[src/rtl/hrd_pkg.sv]
package hrd_pkg;
  localparam int HRD_AW  = 32;
  localparam int NUM_DST = 4;

  localparam int DST_GFX = 0;
  localparam int DST_CFG = 1;
  localparam int DST_MEM = 2;
  localparam int DST_HUB = 3;

  typedef logic [HRD_AW-1:0]  addr_t;
  typedef logic [NUM_DST-1:0] dst_vec_t;

  // Inclusive range test; an empty range (limit below base) never matches.
  function automatic logic in_window(addr_t a, addr_t base, addr_t limit);
    return (limit >= base) && (a >= base) && (a <= limit);
  endfunction

  // Carve-out size: smallest unit doubled once per select step.
  function automatic addr_t carve_span(addr_t unit_bytes, logic [1:0] sel);
    return unit_bytes << sel;
  endfunction

  function automatic dst_vec_t dst_bit(int idx);
    dst_vec_t v;
    v = '0;
    v[idx] = 1'b1;
    return v;
  endfunction
endpackage

[src/rtl/hrd_window_cmp.sv]
module hrd_window_cmp
  import hrd_pkg::*;
(
  input  addr_t addr,
  input  addr_t base,
  input  addr_t limit,
  output logic  hit
);
  always_comb hit = in_window(addr, base, limit);
endmodule

[src/rtl/hrd_smm_region.sv]
module hrd_smm_region
  import hrd_pkg::*;
#(
  parameter addr_t LEGACY_LO  = 32'h000A_0000,
  parameter addr_t LEGACY_HI  = 32'h000B_FFFF,
  parameter addr_t EXT_FLOOR  = 32'h1000_0000,
  parameter addr_t CARVE_UNIT = 32'h0002_0000
) (
  input  addr_t      addr,
  input  addr_t      top_of_mem,
  input  logic       tseg_en,
  input  logic [1:0] tseg_sel,
  output logic       legacy_hit,
  output logic       tseg_hit,
  output logic       tseg_active
);
  addr_t span;
  addr_t carve_lo;
  logic  fits;

  always_comb begin
    span        = carve_span(CARVE_UNIT, tseg_sel);
    fits        = (top_of_mem >= span);
    carve_lo    = top_of_mem - span;
    tseg_active = tseg_en && fits && (carve_lo >= EXT_FLOOR);
    tseg_hit    = tseg_active && (addr >= carve_lo) && (addr < top_of_mem);
    legacy_hit  = (addr >= LEGACY_LO) && (addr <= LEGACY_HI);
  end
endmodule

[src/rtl/hrd_route_sel.sv]
module hrd_route_sel
  import hrd_pkg::*;
(
  input  logic     is_io,
  input  logic     cfg_hit,
  input  logic     gfx_io_hit,
  input  logic     gfx_mem_hit,
  input  logic     legacy_hit,
  input  logic     smram_en,
  input  logic     tseg_hit,
  input  logic     below_tom,
  output dst_vec_t dst,
  output logic     smm
);
  always_comb begin
    dst = dst_bit(DST_HUB);
    smm = 1'b0;
    if (is_io) begin
      if (cfg_hit)         dst = dst_bit(DST_CFG);
      else if (gfx_io_hit) dst = dst_bit(DST_GFX);
    end else begin
      if (gfx_mem_hit) begin
        dst = dst_bit(DST_GFX);
      end else if (legacy_hit) begin
        if (smram_en) begin
          dst = dst_bit(DST_MEM);
          smm = 1'b1;
        end
      end else if (tseg_hit) begin
        dst = dst_bit(DST_MEM);
        smm = 1'b1;
      end else if (below_tom) begin
        dst = dst_bit(DST_MEM);
      end
    end
  end
endmodule

[src/rtl/host_route_decoder.sv]
module host_route_decoder
  import hrd_pkg::*;
#(
  parameter int    NUM_GFX_WIN = 2,
  parameter addr_t CFG_IO_BASE = 32'h0000_0CF8,
  parameter int    CFG_IO_SPAN = 8,
  parameter addr_t EXT_FLOOR   = 32'h1000_0000,
  parameter addr_t CARVE_UNIT  = 32'h0002_0000
) (
  input  logic                        clk,
  input  logic                        rst_n,
  input  logic                        cyc_valid,
  input  logic                        cyc_is_io,
  input  logic [HRD_AW-1:0]           cyc_addr,
  input  logic [NUM_GFX_WIN*HRD_AW-1:0] gfx_mem_base,
  input  logic [NUM_GFX_WIN*HRD_AW-1:0] gfx_mem_limit,
  input  logic [HRD_AW-1:0]           gfx_io_base,
  input  logic [HRD_AW-1:0]           gfx_io_limit,
  input  logic [HRD_AW-1:0]           top_of_mem,
  input  logic                        smram_en,
  input  logic                        tseg_en,
  input  logic [1:0]                  tseg_sel,
  output logic [NUM_DST-1:0]          dst_sel,
  output logic [HRD_AW-1:0]           addr_q,
  output logic                        smm_hit
);
  localparam addr_t CFG_IO_LAST = CFG_IO_BASE + addr_t'(CFG_IO_SPAN - 1);

  // Named decode events, visible to the assertions below.
  logic [NUM_GFX_WIN-1:0] win_hit;
  logic     gfx_mem_hit;
  logic     gfx_io_hit;
  logic     cfg_hit;
  logic     legacy_hit;
  logic     tseg_hit;
  logic     tseg_active;
  logic     below_tom;
  dst_vec_t dst_d;
  logic     smm_d;

  for (genvar w = 0; w < NUM_GFX_WIN; w++) begin : g_win
    hrd_window_cmp u_cmp (
      .addr  (cyc_addr),
      .base  (gfx_mem_base [w*HRD_AW +: HRD_AW]),
      .limit (gfx_mem_limit[w*HRD_AW +: HRD_AW]),
      .hit   (win_hit[w])
    );
  end

  hrd_window_cmp u_io_cmp (
    .addr  (cyc_addr),
    .base  (gfx_io_base),
    .limit (gfx_io_limit),
    .hit   (gfx_io_hit)
  );

  hrd_smm_region #(
    .EXT_FLOOR  (EXT_FLOOR),
    .CARVE_UNIT (CARVE_UNIT)
  ) u_smm (
    .addr        (cyc_addr),
    .top_of_mem  (top_of_mem),
    .tseg_en     (tseg_en),
    .tseg_sel    (tseg_sel),
    .legacy_hit  (legacy_hit),
    .tseg_hit    (tseg_hit),
    .tseg_active (tseg_active)
  );

  always_comb begin
    gfx_mem_hit = |win_hit;
    cfg_hit     = (cyc_addr >= CFG_IO_BASE) && (cyc_addr <= CFG_IO_LAST);
    below_tom   = (cyc_addr < top_of_mem);
  end

  hrd_route_sel u_sel (
    .is_io       (cyc_is_io),
    .cfg_hit     (cfg_hit),
    .gfx_io_hit  (gfx_io_hit),
    .gfx_mem_hit (gfx_mem_hit),
    .legacy_hit  (legacy_hit),
    .smram_en    (smram_en),
    .tseg_hit    (tseg_hit),
    .below_tom   (below_tom),
    .dst         (dst_d),
    .smm         (smm_d)
  );

  logic vld_q;
  logic io_q;

  always_ff @(posedge clk) begin
    if (!rst_n) begin
      vld_q   <= 1'b0;
      io_q    <= 1'b0;
      dst_sel <= '0;
      smm_hit <= 1'b0;
      addr_q  <= '0;
    end else begin
      vld_q <= cyc_valid;
      if (cyc_valid) begin
        io_q    <= cyc_is_io;
        dst_sel <= dst_d;
        smm_hit <= smm_d;
        addr_q  <= cyc_addr;
      end else begin
        dst_sel <= '0;
        smm_hit <= 1'b0;
      end
    end
  end

  AST_ONE_DEST: assert property (@(posedge clk) disable iff (!rst_n)
    vld_q |-> ($countones(dst_sel) == 1));
  AST_IDLE_ZERO: assert property (@(posedge clk) disable iff (!rst_n)
    !vld_q |-> (dst_sel == '0 && !smm_hit));
  AST_ADDR_HOLD: assert property (@(posedge clk) disable iff (!rst_n)
    !vld_q |-> $stable(addr_q));
  AST_IO_NEVER_MEM: assert property (@(posedge clk) disable iff (!rst_n)
    (vld_q && io_q) |-> !dst_sel[DST_MEM]);
  AST_MEM_NEVER_CFG: assert property (@(posedge clk) disable iff (!rst_n)
    (vld_q && !io_q) |-> !dst_sel[DST_CFG]);
  AST_SMM_ONLY_MEM: assert property (@(posedge clk) disable iff (!rst_n)
    smm_hit |-> (dst_sel[DST_MEM] && !io_q));
  AST_TSEG_FLOOR: assert property (@(posedge clk) disable iff (!rst_n)
    tseg_hit |-> (cyc_addr >= EXT_FLOOR && tseg_active));
endmodule

[config.mk]
export PLATFORM = sky130hd
export DESIGN_NAME = host_route_decoder
export DESIGN_NICKNAME = d
export VERILOG_FILES = /design/src/rtl/hrd_pkg.sv /design/src/rtl/hrd_window_cmp.sv /design/src/rtl/hrd_smm_region.sv /design/src/rtl/hrd_route_sel.sv /design/src/rtl/host_route_decoder.sv
export SDC_FILE = /design/constraint.sdc
export NUM_CORES = 1
export LEC_CHECK = 0
export BUFFER_PORTS_ARGS = -buffer_cell sky130_fd_sc_hd__buf_4
export CAP_MARGIN = 20
export CORE_AREA = 2 2 113 197
export CTS_CLUSTER_DIAMETER = 200
export DETAILED_ROUTE_END_ITERATION = 7
export DIE_AREA = 0 0 115 199
export PLACE_DENSITY_LB_ADDON = 0.12
export REMOVE_ABC_BUFFERS = 1
export SLEW_MARGIN = 5
export SYNTH_ARGS = -nofsm -noshare
export SYNTH_HDL_FRONTEND = slang
export SYNTH_SLANG_ARGS = --single-unit
[constraint.sdc]
create_clock -name clk -period 2.89 [get_ports clk]
set_input_delay 0.289 -clock clk [delete_from_list [all_inputs] [get_ports clk]]
set_output_delay 0.289 -clock clk [all_outputs]
set_load 0.1 [all_outputs]
==> flow_metrics.py <==
metrics = {
    "clocking": {
        "ctsHoldBuffers": 0,
        "cts.root.buffer_cell": "clkbuf_16",
        "cts_tree": "done",
        "h-tree-depth": 2,
        "cts_buffer_depth": 2,
        "clkLatencyLatePin_ns": 0.29,
        "path_clk_slew_ns": 0.06,
        "cts_made_buffers": 5,
        "cts_num_sinks": 37,
    },
    "global_route": {
        "antenna_found_initial": 0,
        "grt_pass1_vias": 10300,
        "grt_use_total": 0.280,
        "gr-total-overflow": 0,
        "grt_max_degree": 35,
        "grt_pass1_wl_mm": 50.1,
    },
    "floorplanning": {
        "core_um2": 21300,
        "fp-row-count": 71,
        "io_pins": 301,
        "die_y_um": 199,
        "die_x_um": 115,
        "start_util": 0.472,
        "die_area_um2": 22900,
    },
    "timing": {
        "hold_violations": 0,
        "final.setup.worst_slack_ns": -0.0268,
        "fmax_mhz": 343,
        "slew_viol_final": 0,
        "min_period_over_period": 1.01,
        "holdWs_ns": 0.294,
        "setup_viol": 1,
        "fin_crit_ns": 2.92,
        "slew_headroom": 0.585,
        "fin_worst_skew_ns": 0,
        "worstMarginPinSlew_ns": 0.623,
        "rsz0062_at_grt": "true",
    },
    "yosys": {
        "synth_edf_count": 0,
        "synth_area_leaders": "ha_1 44%, inv_1 9.0%, dfxtp_1 7.4%",
        "async_flop_share": 0,
        "synth_seq_area_share": 0.0736,
        "netlist-cell-type-count": 59,
        "ys.flop_type": "dfxtp_1",
        "synth_top_area_share": 0.438,
        "ys_ff_latch": 37,
        "synth_top_cell_by_area": "ha_1",
        "postSynthCellCount": 1291,
        "yosys_warnings": 0,
        "syn_avg_cell_area_um2": 7.80,
        "syn-cell-area_um2": 10100,
    },
    "final_layout": {
        "diodes": 0,
        "fillers": 2039,
        "finalNonFillerCells": 1896,
        "final_area_um2": 13200,
        "layout-drive-gt1-share": 0.232,
        "syn_to_final_growth_pct": 31.3,
        "fin_nets": 2256,
    },
    "critical_path": {
        "crit_type": "input port to flip-flop",
        "critPathLaunchType": "input port",
        "critical_path_arrival_ns": 3.13,
        "end_kind": "flip-flop",
        "reg2reg_depth": 2,
        "crit_fanout": 3,
        "required_ns": 3.10,
    },
    "min_path": {
        "hp-class": "input port to flip-flop",
        "hold_depth": 3,
    },
    "routing": {
        "ant_nets": 0,
        "first_pass_iters": 5,
        "vias": 10500,
        "drt_iter0_drc": 483,
        "wl_mm": 33.1,
        "viasPerCell": 5.55,
        "wire_per_inst_um": 17.5,
        "drc": 0,
    },
    "placement": {
        "dp.cells": 1886,
        "dpl_worst_slack_ns": -0.743,
        "dpl_cell_area_um2": 13000,
        "port_buffers": 300,
        "hpwlAfterDp_mm": 29.6,
        "gp_congestion": 0.948,
    },
    "power": {
        "leakage_nw": 7.44,
        "power_density_nw_per_um2": 234,
        "ir_drop_v": 0.000253,
    },
    "status": {
        "violations": "setup timing",
        "status": "finished, violations left",
    },
    "job": {
        "cap_violations": 0,
    },
}
path summary, 6_finish.rpt:
check	end	startpoint	slack, ns
worst max-delay path	smm_hit	tseg_sel[1]	-0.03
worst min-delay path	addr_q[0]	cyc_addr[0]	0.29
worst max register to register	addr_q[19]	addr_q[19]	2.22
worst min register to register	addr_q[25]	addr_q[25]	0.51
cells by family after synthesis:
| logic type | synth area share |
|---|---|
| and+or+nand+nor | 0.165 |
| xor gates and xnor gates | 0.0113 |
| muxes | 0.0318 |
| AOI/OAI and AO/OA | 0.187 |
| DFF | 0.0736 |
| buffers and inverters | 0.0932 |
| adders and majority gates | 0.438 |
repair_timing:
item	CTS	global route
gates resized for setup	15	7
buffers inserted	0	2
pin swaps	10	7
endpoints found under the setup margin	1	3
layout make-up:
cell class	instances	area [µm²]	share of cell area
Inverter	242	908	0.0688
Multi-Input combinational cell	1004	8480	0.642
Timing Repair Buffer	350	2630	0.199
Clock inverter	2	10.0	0.000758
Clock buffer	6	129	0.00975
Sequential cell	37	741	0.0561
Tap cell	255	319	0.0242
through the flow:
step	power [mW]	util	TNS (ns)
final	3.10	0.620	-0.0268
after global routing	3.37	0.620	-0.208
after CTS	3.10	0.618	0
after detailed placement	2.52	0.608	-0.862
after global placement	2.48	0.608	-0.645
after floorplan	1.72	-	-0.273
sequential cells by signal, indices dropped and copies added (netlist names):
name     cells
addr_q      32
dst_sel      4
smm_hit      1
where the power goes:
group          switching [mW]  total (mW)  internal (mW)
clock                   0.224       0.541          0.317
sequential             0.0167       0.556          0.539
combinational            1.11        2.00          0.886
layout by cell type, fill, tap and decap left out, types with 5 or more instances in the layout:
| master | synthesis | layout |
|---|---|---|
| a2111oi_0 | 10 | 9 |
| a211oi_1 | 24 | 23 |
| a21o_1 | 35 | 35 |
| a21oi_1 | 98 | 97 |
| a221oi_1 | 6 | 6 |
| a31oi_1 | 10 | 10 |
| buf_4 | 0 | 350 |
| clkbuf_16 | 0 | 5 |
| dfxtp_1 | 37 | 37 |
| ha_1 | 352 | 349 |
| inv_1 | 241 | 240 |
| mux2i_1 | 32 | 32 |
| nand2_1 | 62 | 62 |
| nand2b_1 | 11 | 11 |
| nand3_1 | 23 | 23 |
| nand4_1 | 53 | 53 |
| nor2_1 | 46 | 46 |
| nor2b_1 | 44 | 43 |
| nor3_1 | 26 | 24 |
| nor4_1 | 12 | 10 |
| o211ai_1 | 11 | 11 |
| o21a_1 | 5 | 5 |
| o21ai_0 | 68 | 64 |
| o31ai_1 | 5 | 5 |
| xnor2_1 | 11 | 11 |
per-layer routing:
metal,share of wire,up-vias,wire (µm),global-route usage
met2,0.54,321,17800,0.542
met3,0.046,83,1510,0.0332
met4,0.055,0,1810,0.138
met1,0.36,4734,12000,0.289
li1,-,5385,-,-
met5,0,-,0,0
worst max-delay path, cell delays in order:
cell	delay, ns
buf_4	0.12
buf_4	0.13
nand2b_1	0.17
ha_4	0.29
o21ai_4	0.06
and2_4	0.17
nor3_2	0.20
nor2_1	0.08
xnor2_1	0.13
ha_1	0.30
nand4_1	0.15
nor3_2	0.24
o2111ai_1	0.13
a31oi_1	0.19
o21ai_1	0.11
o211ai_1	0.10
nand3b_1	0.11
a211oi_2	0.17
cell usage after synthesis (3+ instances only):
cell and count:
ha_1 352, inv_1 241, a21oi_1 98, o21ai_0 68, nand2_1 62, nand4_1 53, nor2_1 46, nor2b_1 44
dfxtp_1 37, a21o_1 35, mux2i_1 32, nor3_1 26, a211oi_1 24, nand3_1 23, nor4_1 12, nand2b_1 11
o211ai_1 11, xnor2_1 11, a2111oi_0 10, a31oi_1 10, clkbuf_1 8, a221oi_1 6, o21a_1 5, o31ai_1 5
and4_1 4, nor3b_1 4, and3_1 3, nand3b_1 3, o2111ai_1 3, o22ai_1 3, or2_2 3, or3_1 3
Power figures use the tool's default switching activity.
